==> src/rtl/hz_pkg.sv <==
package hz_pkg;
    typedef enum logic [1:0] {
        SRC_RF  = 2'b00,
        SRC_WB  = 2'b01,
        SRC_EXM = 2'b10
    } opnd_src_e;
endpackage

==> src/rtl/opnd_bypass.sv <==
module opnd_bypass #(
    parameter int REG_W = 5
) (
    input  logic [REG_W-1:0] src,
    input  logic [REG_W-1:0] exm_dst,
    input  logic             exm_wr,
    input  logic             exm_ld,
    input  logic [REG_W-1:0] wb_dst,
    input  logic             wb_wr,
    output hz_pkg::opnd_src_e sel
);
    logic live_src;
    logic exm_hit;
    logic wb_hit;

    always_comb begin
        live_src = (src != '0);
        exm_hit  = live_src && exm_wr && !exm_ld && (exm_dst == src);
        wb_hit   = live_src && wb_wr && (wb_dst == src);
        if (exm_hit)
            sel = hz_pkg::SRC_EXM;
        else if (wb_hit)
            sel = hz_pkg::SRC_WB;
        else
            sel = hz_pkg::SRC_RF;
    end
endmodule

==> src/rtl/load_use_guard.sv <==
module load_use_guard #(
    parameter int REG_W = 5
) (
    input  logic [REG_W-1:0] dst,
    input  logic             wr,
    input  logic             is_load,
    input  logic [REG_W-1:0] src_a,
    input  logic [REG_W-1:0] src_b,
    input  logic             reads_a,
    input  logic             reads_b,
    input  logic             is_store,
    output logic             stall
);
    logic live_load;
    logic hit_a;
    logic hit_b;

    always_comb begin
        live_load = is_load && wr && (dst != '0);
        hit_a     = reads_a && (src_a == dst);
        hit_b     = reads_b && !is_store && (src_b == dst);
        stall     = live_load && (hit_a || hit_b);
    end
endmodule

==> src/rtl/store_bypass.sv <==
module store_bypass #(
    parameter int REG_W = 5
) (
    input  logic             is_store,
    input  logic [REG_W-1:0] data_src,
    input  logic [REG_W-1:0] wb_dst,
    input  logic             wb_wr,
    output logic             take_wb
);
    always_comb begin
        take_wb = is_store && wb_wr && (data_src != '0) && (wb_dst == data_src);
    end
endmodule

==> src/rtl/pipe_hazard_ctl.sv <==
module pipe_hazard_ctl #(
    parameter int REG_W = 5
) (
    input  logic             clk,
    input  logic             rst_n,
    input  logic [REG_W-1:0] id_src_a,
    input  logic [REG_W-1:0] id_src_b,
    input  logic             id_reads_a,
    input  logic             id_reads_b,
    input  logic             id_is_store,
    input  logic [REG_W-1:0] ex_src_a,
    input  logic [REG_W-1:0] ex_src_b,
    input  logic [REG_W-1:0] ex_dst,
    input  logic             ex_wr,
    input  logic             ex_is_load,
    input  logic [REG_W-1:0] mem_dst,
    input  logic             mem_wr,
    input  logic             mem_is_load,
    input  logic             mem_is_store,
    input  logic [REG_W-1:0] mem_data_src,
    input  logic [REG_W-1:0] wb_dst,
    input  logic             wb_wr,
    output logic [1:0]       alu_a_sel,
    output logic [1:0]       alu_b_sel,
    output logic             st_data_sel,
    output logic             pc_hold,
    output logic             ifid_hold,
    output logic             idex_bubble
);
    localparam int NUM_OPS = 2;

    logic [REG_W-1:0]  ex_src [NUM_OPS];
    hz_pkg::opnd_src_e op_sel [NUM_OPS];
    logic              lu_stall;

    assign ex_src[0] = ex_src_a;
    assign ex_src[1] = ex_src_b;

    for (genvar g = 0; g < NUM_OPS; g++) begin : g_opnd
        opnd_bypass #(.REG_W(REG_W)) u_byp (
            .src     (ex_src[g]),
            .exm_dst (mem_dst),
            .exm_wr  (mem_wr),
            .exm_ld  (mem_is_load),
            .wb_dst  (wb_dst),
            .wb_wr   (wb_wr),
            .sel     (op_sel[g])
        );
    end

    assign alu_a_sel = op_sel[0];
    assign alu_b_sel = op_sel[1];

    load_use_guard #(.REG_W(REG_W)) u_lu (
        .dst      (ex_dst),
        .wr       (ex_wr),
        .is_load  (ex_is_load),
        .src_a    (id_src_a),
        .src_b    (id_src_b),
        .reads_a  (id_reads_a),
        .reads_b  (id_reads_b),
        .is_store (id_is_store),
        .stall    (lu_stall)
    );

    assign pc_hold     = lu_stall;
    assign ifid_hold   = lu_stall;
    assign idex_bubble = lu_stall;

    store_bypass #(.REG_W(REG_W)) u_stb (
        .is_store (mem_is_store),
        .data_src (mem_data_src),
        .wb_dst   (wb_dst),
        .wb_wr    (wb_wr),
        .take_wb  (st_data_sel)
    );


    newest_wins_chk: assert property (@(posedge clk) disable iff (!rst_n)
        (ex_src_a != '0 && mem_wr && !mem_is_load && mem_dst == ex_src_a
         && wb_wr && wb_dst == ex_src_a) |-> alu_a_sel == 2'b10);


    no_load_exm_chk: assert property (@(posedge clk) disable iff (!rst_n)
        mem_is_load |-> (alu_a_sel != 2'b10 && alu_b_sel != 2'b10));


    zero_reg_chk: assert property (@(posedge clk) disable iff (!rst_n)
        (ex_src_a == '0) |-> (alu_a_sel == 2'b00));


    stall_bundle_chk: assert property (@(posedge clk) disable iff (!rst_n)
        (pc_hold == ifid_hold) && (ifid_hold == idex_bubble));


    stall_needs_load_chk: assert property (@(posedge clk) disable iff (!rst_n)
        pc_hold |-> (ex_is_load && ex_wr && ex_dst != '0));


    st_sel_src_chk: assert property (@(posedge clk) disable iff (!rst_n)
        st_data_sel |-> (mem_is_store && wb_wr && wb_dst == mem_data_src));


    sel_code_chk: assert property (@(posedge clk) disable iff (!rst_n)
        (alu_a_sel != 2'b11) && (alu_b_sel != 2'b11));
endmodule

==> config.mk <==
export PLATFORM = sky130hd
export DESIGN_NAME = pipe_hazard_ctl
export DESIGN_NICKNAME = d
export VERILOG_FILES = /design/src/rtl/hz_pkg.sv /design/src/rtl/opnd_bypass.sv /design/src/rtl/load_use_guard.sv /design/src/rtl/store_bypass.sv /design/src/rtl/pipe_hazard_ctl.sv
export SDC_FILE = /design/constraint.sdc
export NUM_CORES = 1
export LEC_CHECK = 0
export BUFFER_PORTS_ARGS = -buffer_cell sky130_fd_sc_hd__buf_2
export CAP_MARGIN = 25
export CORE_UTILIZATION = 25
export DETAILED_ROUTE_END_ITERATION = 12
export MAX_ROUTING_LAYER = met4
export SLEW_MARGIN = 0
export SYNTH_ARGS = -nofsm -noshare
export SYNTH_HDL_FRONTEND = slang
export SYNTH_SLANG_ARGS = --single-unit
==> constraint.sdc <==
create_clock -name vclk -period 3.39
set_clock_uncertainty 0.2 [all_clocks]
set_input_delay 0.1695 -clock vclk [all_inputs]
set_output_delay 0.1695 -clock vclk [all_outputs]
set_load 0.05 [all_outputs]
After elaboration in Yosys (flattened, before gate mapping). Index checks and enable logic that the tools add are counted.

Register bits: 0. Input bits: 51. Output and inout port bits: 8. Logic and storage cells: 37.

Eq/ne operators: 7. Mux-type cells: 4. Reduce and logical (&&, ||, !) cells: 26.

Operator list (count): 5-bit == test (7); 5-bit nonzero test (4); 1-bit logical AND (19); 2-bit 2-to-1 mux (2); 1-bit zero test (2); 1-bit 2-to-1 mux (2); 1-bit logical OR (1).

Logic depth before layout (Yosys ltp). Gate-level depths: netlist of the first run.

Depth in word-level cells: 5. Depth in mapped cells: 5. Depth with buffers taken out: 4.

Hierarchy. Synthesis of the first run repeated with hierarchy kept, for this count alone.

Cells, all modules: 67. Area total of the unflattened synthesis: 540.5 µm².

Modules (own cells, without submodules): opnd_bypass (instances 2, cells each 19, area an instance 155.1 µm²); load_use_guard (instances 1, cells each 17, area an instance 138.9 µm²); store_bypass (instances 1, cells each 10, area an instance 76.3 µm²); pipe_hazard_ctl (instances 1, cells each 2, area an instance 15.0 µm²).

Worst setup path after synthesis of the first run. No wires, ideal clock.

Path kind: input to output. From: input ex_dst[4]. To: output ifid_hold. Arrival time: 1.877 ns. Required time: 3.020 ns. Path slack: 1.143 ns. Cell stages on the path: 5. Buffers on the path: 1. Cell sequence: xor2_1 -> nor4_1 -> nand3_1 -> a21oi_1 -> buf_4.

Cells in the longest elaborated chain, start to end: 4. Elaborated cells between the ends (all ways): 8.

Ends and longest elaborated chain: from (decl) (RTL line pipe_hazard_ctl.sv:13) `input logic [REG_W-1:0] ex_dst,`; 5-bit == test, on equally long branches (RTL line load_use_guard.sv:20, load_use_guard.sv:21); 1-bit logical AND, on equally long branches (RTL line load_use_guard.sv:20, load_use_guard.sv:21); 1-bit logical OR (RTL line load_use_guard.sv:22) `stall = live_load && (hit_a || hit_b);`; 1-bit logical AND * (RTL line load_use_guard.sv:22); to (decl) (RTL line pipe_hazard_ctl.sv:27) `output logic ifid_hold,`.

Mark *: on every way between the ends. The rest lies on a longest branch, timed or not.

Final worst setup path of the first run.
From: input ex_src_b[0]. To: output alu_b_sel[0].

Cells in the longest elaborated chain, start to end: 5. Elaborated cells between the ends (all ways): 10.

Ends and longest elaborated chain: from (decl) (RTL line pipe_hazard_ctl.sv:12) `input logic [REG_W-1:0] ex_src_b,`; 5-bit nonzero test (RTL line opnd_bypass.sv:17) `live_src = (src != '0);`; 1-bit logical AND, on equally long branches (2 in a row) (RTL line opnd_bypass.sv:19, opnd_bypass.sv:18); 1-bit 2-to-1 mux / 1-bit logical AND (equally long branches) (RTL line opnd_bypass.sv:22, opnd_bypass.sv:18); 2-bit 2-to-1 mux * (RTL line opnd_bypass.sv:20) `if (exm_hit)`; to (decl) (RTL line pipe_hazard_ctl.sv:24) `output logic [1:0] alu_b_sel,`.

Marked as above.

==> flow_metrics.py, run 1 <==
metrics = {
    "sta": {
        "min_period_ps": 1975,
        "tightest_slew_ps": 298.7,
        "tns_ps": 0,
        "slew_viol_final": 0,
        "rsz0062_at_grt": "false",
        "setup_viol": 0,
        "layout_setup_ws_ps": 1415,
        "max_freq_mhz": 506.2,
        "final_hold_viol_count": 0,
        "max_slew_margin": 0.7993,
        "finalCritPeriodShare": 0.5827,
    },
    "setup_path": {
        "crit_family": "simple AND/OR/NAND/NOR gates",
        "crit_chain": "buf_2 -> or4_4 -> nor2_4 -> nor3_1 -> nor4_2 -> buf_2",
        "worstSetupEndpointType": "output pin",
        "crit_required_ps": 3020,
        "slowest_stage": "or4_4",
        "max_stage_delay_ps": 540,
        "crit_arrival_ps": 1610,
        "timing.critical_path.buf_inv": 2,
        "crit_path_frequent_cell": "buf_2",
        "crit_type": "input port to output pin",
        "start_kind": "input port",
        "cp_max_fo": 3,
    },
    "pwr": {
        "p_leak_nw": 0.3745,
        "p_per_area_nw_per_um2": 114.0,
        "vdd_drop_max_mv": 0.04594,
    },
    "route": {
        "antenna_left": 0,
        "drc": 0,
        "viasPerCell": 4.577,
        "vias": 682,
        "drtIter0Drc": 3,
        "wl_per_cell_um": 10.44,
        "routed_wl_mm": 1.556,
        "drt_first_pass_iters": 4,
    },
    "job": {
        "drv_cap": 0,
    },
    "status": {
        "status": "completed",
    },
    "yosys": {
        "synth_mux_area_frac": 0,
        "syn_inst": 69,
        "synthAdderAreaFrac": 0,
        "netlist_area_um2": 541.8,
        "synth_area_leaders": "xnor2_1, xor2_1, nor4_2, buf_4, or4_4",
        "synth_fp_nets": 120,
        "avgSynthCellArea_um2": 7.852,
        "yosysWarningCount": 0,
        "synth_xor_area_frac": 0.5173,
        "yosysSeqAreaShare": 0,
        "synth-compound-area-share": 0.08314,
        "yosysTopAreaCell": "xnor2_1",
        "yosysTopAreaCellShare": 0.3718,
        "synth_top_family_by_area": "XOR/XNOR gates",
        "synthSimpleGateAreaFrac": 0.3233,
        "synth_cell_types": 23,
    },
    "hold_path": {
        "hp-class": "input port to output pin",
    },
    "final_layout": {
        "instances_no_fill": 149,
        "layout.nets": 175,
        "fill_cells": 222,
        "drive_gt1_frac": 0.5246,
        "n_sequential_cell": 0,
        "regArea_um2": 0,
        "area_growth_pct": 53.35,
        "clkbuf_count": 0,
        "antenna_cells": 0,
    },
    "place": {
        "dp_hpwl_mm": 1.450,
        "pre_cts_ws_ps": 1424,
        "dp.cells": 149,
        "place_congestion": 0.7615,
        "port-buffer-count": 57,
    },
    "global_routing": {
        "met1_usage": 0.1536,
        "track_usage": 0.1329,
        "grt-ovfl-total": 0,
        "grt_antenna_before_repair": 0,
        "grt_max_degree": 5,
        "gr-usage-met3": 0.01258,
        "grt_pass1_wl_mm": 2.615,
        "grt_pass1_vias": 630,
        "busiest_layer": "met2",
        "use_met2": 0.2606,
    },
    "die": {
        "core_um2": 2002,
        "die_w_um": 48.55,
        "num_rows": 16,
        "start_util": 0.2706,
        "die_h_um": 48.55,
        "design.die.area_um2": 2357,
        "ios": 59,
    },
    "clock_tree": {
        "hold_buffers": 0,
        "cts_resized": 0,
        "cts_setup_buffers": 0,
    },
}
cell usage in the layout, fill, tap and decap left out, types with 2 or more instances in the layout:
cell type / netlist / layout
nor4_2: 3 / 3
nand3_1: 2 / 2
nor4_1: 3 / 3
nand2_1: 4 / 4
inv_1: 3 / 3
buf_2: 0 / 57
xor2_1: 9 / 9
xnor2_1: 23 / 23
or4_4: 2 / 2
nand4_1: 3 / 3
synth_stat cells:
cell type and instances:
o2111ai_1 1, nor4_2 3, o211ai_1 1, nand4_1 3
nor2_4 1, nand2_1 4, or4_1 1, a221o_1 1
inv_1 3, or4_4 2, nor3_1 1, nor2_2 1
xor2_1 9, o21ai_0 1, buf_4 4, nand4b_1 1
nor4_1 3, nor2b_1 1, o221ai_1 1, xnor2_1 23
a21oi_1 1, nor3b_1 1, nand3_1 2
report_power, final:
group / internal (mW) / switching (mW)
clock network: 0 / 0
registers: 0 / 0
logic: 0.0496 / 0.0451
total: 0.0496 / 0.0451
path summary, 6_finish.rpt:
check                        start      endpoint  slack (ps)  depth (start not counted)
worst max-delay path   ex_src_b[0]  alu_b_sel[0]        1410                          6
worst min-delay path  mem_is_store   st_data_sel         560                          4
cells by family after synthesis:
group	Yosys count
compound gates	6
xor+xnor	32
buf+inv	7
simple gates	24
layout make-up:
type / count / area [um^2] / area share
inverter: 3 / 11.26 / 0.01355
tap: 27 / 33.78 / 0.04066
timing repair buffer: 57 / 285.3 / 0.3434
multi-input combinational: 62 / 500.5 / 0.6024
layer usage:
metal / up-vias / routed length (um)
met5: - / 0
li1: 350 / -
met1: 291 / 601
met4: 0 / 0
met2: 41 / 801
met3: 0 / 153
through the flow:
step                      power, mW  utilization  hold WS, ps  area (um^2)
after global routing         0.1045       0.4150        591.3        830.8
after floorplan             0.04739            -        301.0        541.8
after CTS                   0.09590       0.4150        564.7        830.8
final                       0.09473       0.4150        564.8        830.8
after global placement      0.09340       0.4150        555.1        830.8
after detailed placement    0.09554       0.4150        563.7        830.8
(Power assumes the default switching activity.)
==> run 2: changes to the inputs <==
==> constraint.sdc (replaced) <==
create_clock -name vclk -period 2
set_clock_uncertainty 0.2 [all_clocks]
set_input_delay 0.1 -clock vclk [all_inputs]
set_output_delay 0.1 -clock vclk [all_outputs]
set_load 0.05 [all_outputs]
==> flow_metrics.py, run 2 (same netlist as run 1, synthesis figures left out) <==
metrics = {
    "global_routing": {
        "grt_max_degree": 5,
        "grt_antenna_before_repair": 0,
        "track_usage": 0.1383,
        "grt_pass1_wl_mm": 2.684,
        "grt-ovfl-total": 0,
        "grt_pass1_vias": 655,
    },
    "route": {
        "routed_wl_mm": 1.532,
        "viasPerCell": 4.533,
        "antenna_left": 0,
        "vias": 680,
        "drtIter0Drc": 1,
        "drt_first_pass_iters": 2,
        "wl_per_cell_um": 10.21,
        "drc": 0,
    },
    "status": {
        "status": "completed",
    },
    "sta": {
        "tns_ps": 0,
        "layout_setup_ws_ps": 179.4,
        "max_freq_mhz": 549.3,
        "setup_viol": 0,
        "slew_viol_final": 0,
        "min_period_ps": 1821,
        "finalCritPeriodShare": 0.9103,
        "max_slew_margin": 0.7268,
        "final_hold_viol_count": 0,
        "rsz0062_at_grt": "false",
        "tightest_slew_ps": 406.6,
    },
    "final_layout": {
        "n_sequential_cell": 0,
        "clkbuf_count": 0,
        "layout_common_cells": "buf_2, xnor2_1, xor2_1",
        "antenna_cells": 0,
        "area_growth_pct": 58.66,
        "layout.nets": 176,
        "fill_cells": 212,
        "regArea_um2": 0,
        "final_common_cell": "buf_2",
        "drive_gt1_frac": 0.5366,
    },
    "die": {
        "start_util": 0.2706,
        "design.die.area_um2": 2357,
        "num_rows": 16,
        "core_um2": 2002,
        "die_h_um": 48.55,
        "die_w_um": 48.55,
        "ios": 59,
    },
    "place": {
        "place_congestion": 0.7774,
        "dp_hpwl_mm": 1.444,
        "pre_cts_ws_ps": 172.7,
        "port-buffer-count": 57,
    },
    "clock_tree": {
        "cts_resized": 0,
        "hold_buffers": 0,
        "cts_setup_buffers": 0,
    },
    "setup_path": {
        "worstSetupEndpointType": "output pin",
        "cp_max_fo": 3,
        "start_kind": "input port",
        "crit_required_ps": 1700,
        "crit_arrival_ps": 1520,
        "crit_type": "input port to output pin",
    },
    "pwr": {
        "p_leak_nw": 0.3804,
        "totalPowerFinal_uw": 163.1,
        "vdd_drop_max_mv": 0.08809,
        "p_per_area_nw_per_um2": 189.8,
    },
    "hold_path": {
        "hp-class": "input port to output pin",
    },
    "job": {
        "drv_cap": 0,
    },
}
-- run 2: cell types whose count changed in the layout (fill, tap and decap cells not counted) --
cell,delta
nor4_4,+2
buf_4,+1
a21oi_1,-1
a21oi_2,+1
nor4_2,-2
-- run 2: stage by stage --
stage / area, um^2 / utilization / instances / hold slack (ps)
after floorplan: 563.0 / - / 69 / 167.9
after CTS: 859.6 / 0.4294 / 150 / 425.4
after global placement: 859.6 / 0.4294 / 150 / 424.7
after global routing: 859.6 / 0.4294 / 150 / 439.0
after detailed placement: 859.6 / 0.4294 / 150 / 420.3
final: 859.6 / 0.4294 / 150 / 426.3
-- run 2: power breakdown --
part / switching (mW) / internal [mW]
Clock: 0 / 0
Combinational: 0.0781 / 0.0850
Sequential: 0 / 0
-- run 2: layout make-up --
| type | count | area (um^2) | share of cell area |
|---|---|---|---|
| repair buffers | 58 | 292.8 | 0.3406 |
| well taps | 27 | 33.78 | 0.03930 |
| inverters | 3 | 11.26 | 0.01310 |
| multi-input cells | 62 | 521.8 | 0.6070 |
-- run 2: worst paths after layout --
kind / start / end / slack [ps] / cells after the start
worst max-delay path: ex_src_b[0] / alu_b_sel[0] / 180 / 6
worst min-delay path: mem_is_store / st_data_sel / 430 / 4
-- run 2: critical path, stage by stage --
cell    delay, ps
buf_2         120
or4_4         540
nor2_4        120
nor3_1         90
nor4_4        230
buf_2         300
-- run 2: routing by layer --
metal,global-route usage,vias to the layer above,share of wire
li1,-,356,-
met4,0,0,0
met5,-,-,0
met1,0.1704,292,0.45
met3,0.01258,0,0.074
met2,0.2582,32,0.48
==> run 3: changes to the inputs <==
--- a/config.mk
+++ b/config.mk
@@ -9,6 +9,7 @@
 export CAP_MARGIN = 25
 export CORE_UTILIZATION = 25
 export DETAILED_ROUTE_END_ITERATION = 12
+export GPL_ROUTABILITY_DRIVEN = 0
 export MAX_ROUTING_LAYER = met4
 export SLEW_MARGIN = 0
 export SYNTH_ARGS = -nofsm -noshare
==> constraint.sdc (replaced) <==
create_clock -name vclk -period 2.18
set_clock_uncertainty 0.2 [all_clocks]
set_input_delay 0.109 -clock vclk [all_inputs]
set_output_delay 0.109 -clock vclk [all_outputs]
set_load 0.05 [all_outputs]
==> flow_metrics.py, run 3 (same netlist as run 1, synthesis figures left out) <==
metrics = {
    "place": {
        "pre_cts_ws_ps": 327.5,
        "port-buffer-count": 57,
        "dp_hpwl_mm": 1.461,
        "dp.cells": 149,
        "postPlaceCellArea_um2": 830.8,
    },
    "status": {
        "status": "completed",
    },
    "route": {
        "drc": 0,
        "routed_wl_mm": 1.569,
        "antenna_left": 0,
        "viasPerCell": 4.570,
        "vias": 681,
        "drt_first_pass_iters": 4,
        "wl_per_cell_um": 10.53,
        "drtIter0Drc": 8,
    },
    "global_routing": {
        "grt_pass1_wl_mm": 2.518,
        "grt_max_degree": 5,
        "grt_antenna_before_repair": 0,
        "track_usage": 0.1302,
        "grt-ovfl-total": 0,
        "grt_pass1_vias": 616,
    },
    "final_layout": {
        "layout_common_cells": "buf_2, xnor2_1, xor2_1",
        "area_growth_pct": 53.35,
        "regArea_um2": 0,
        "fin_area_um2": 830.8,
        "instances_no_fill": 149,
        "layout.nets": 175,
        "antenna_cells": 0,
        "final_core_util": 0.4150,
        "n_sequential_cell": 0,
        "clkbuf_count": 0,
        "drive_gt1_frac": 0.5246,
        "final_common_cell": "buf_2",
    },
    "hold_path": {
        "holdPathEnd": "alu_b_sel[0]",
        "hp-class": "input port to output pin",
        "min_path_cells": 4,
        "min_from": "wb_wr",
    },
    "setup_path": {
        "timing.critical_path.buf_inv": 2,
        "worstSetupEndpointType": "output pin",
        "max_stage_delay_ps": 520,
        "crit_chain": "buf_2 -> or4_4 -> nor2_2 -> nor4_2 -> nor4_2 -> buf_2",
        "start_kind": "input port",
        "crit_arrival_ps": 1520,
        "crit_type": "input port to output pin",
        "crit_family": "simple AND/OR/NAND/NOR gates",
        "crit_required_ps": 1870,
        "slowest_stage": "or4_4",
        "cp_max_fo": 3,
    },
    "sta": {
        "final_hold_viol_count": 0,
        "max_freq_mhz": 546.4,
        "rsz0062_at_grt": "false",
        "setup_viol": 0,
        "holdWs_ps": 432.2,
        "max_slew_margin": 0.8143,
        "layout_setup_ws_ps": 349.8,
        "slew_viol_final": 0,
        "finalCritPeriodShare": 0.8395,
        "tightest_slew_ps": 276.2,
        "tns_ps": 0,
        "min_period_ps": 1830,
    },
    "die": {
        "die_w_um": 48.55,
        "design.die.area_um2": 2357,
        "start_util": 0.2706,
        "core_um2": 2002,
        "die_h_um": 48.55,
        "ios": 59,
        "num_rows": 16,
    },
    "clock_tree": {
        "cts_setup_buffers": 0,
        "hold_buffers": 0,
        "cts_resized": 0,
    },
    "pwr": {
        "totalPowerFinal_uw": 147.2,
        "vdd_drop_max_mv": 0.07162,
        "p_leak_nw": 0.3745,
        "p_per_area_nw_per_um2": 177.2,
    },
    "job": {
        "drv_cap": 0,
    },
}
## run 3: changes by cell type in the layout (fill, tap and decap cells not counted), sizes merged
cell / change
buf: -1
## run 3: worst max path at each step
stage / depth (start not counted) / from / slack, ps / endpoint
3_5_place_dp: 6 / ex_src_a[0] / 330 / alu_a_sel[0]
6_report: 6 / ex_src_a[0] / 350 / alu_a_sel[0]
3_3_place_gp: 6 / ex_src_a[0] / 340 / alu_a_sel[0]
5_1_grt: 6 / ex_src_a[0] / 270 / alu_a_sel[0]
4_1_cts: 6 / ex_src_a[0] / 320 / alu_a_sel[0]
2_1_floorplan: 5 / ex_dst[4] / 50 / ifid_hold
## run 3: routing by layer
| layer | wire, um | GRT usage |
|---|---|---|
| met1 | 617 | 0.1423 |
| met2 | 809 | 0.2606 |
| met3 | 142 | 0.01572 |
| met4 | 0 | 0.004902 |
| met5 | 0 | - |
## run 3: final cells by class
type	count	area (um^2)
fillers	220	1171
inverters	3	11.26
multi-input cells	62	500.5
well taps	27	33.78
repair buffers	57	285.3
## run 3: report_power, final
group	switching [mW]	leakage [nW]	total, mW	internal, mW
registers	0	0	0	0
clock network	0	0	0	0
logic	0.0700	0.374	0.147	0.0772
total	0.0700	0.374	0.147	0.0772
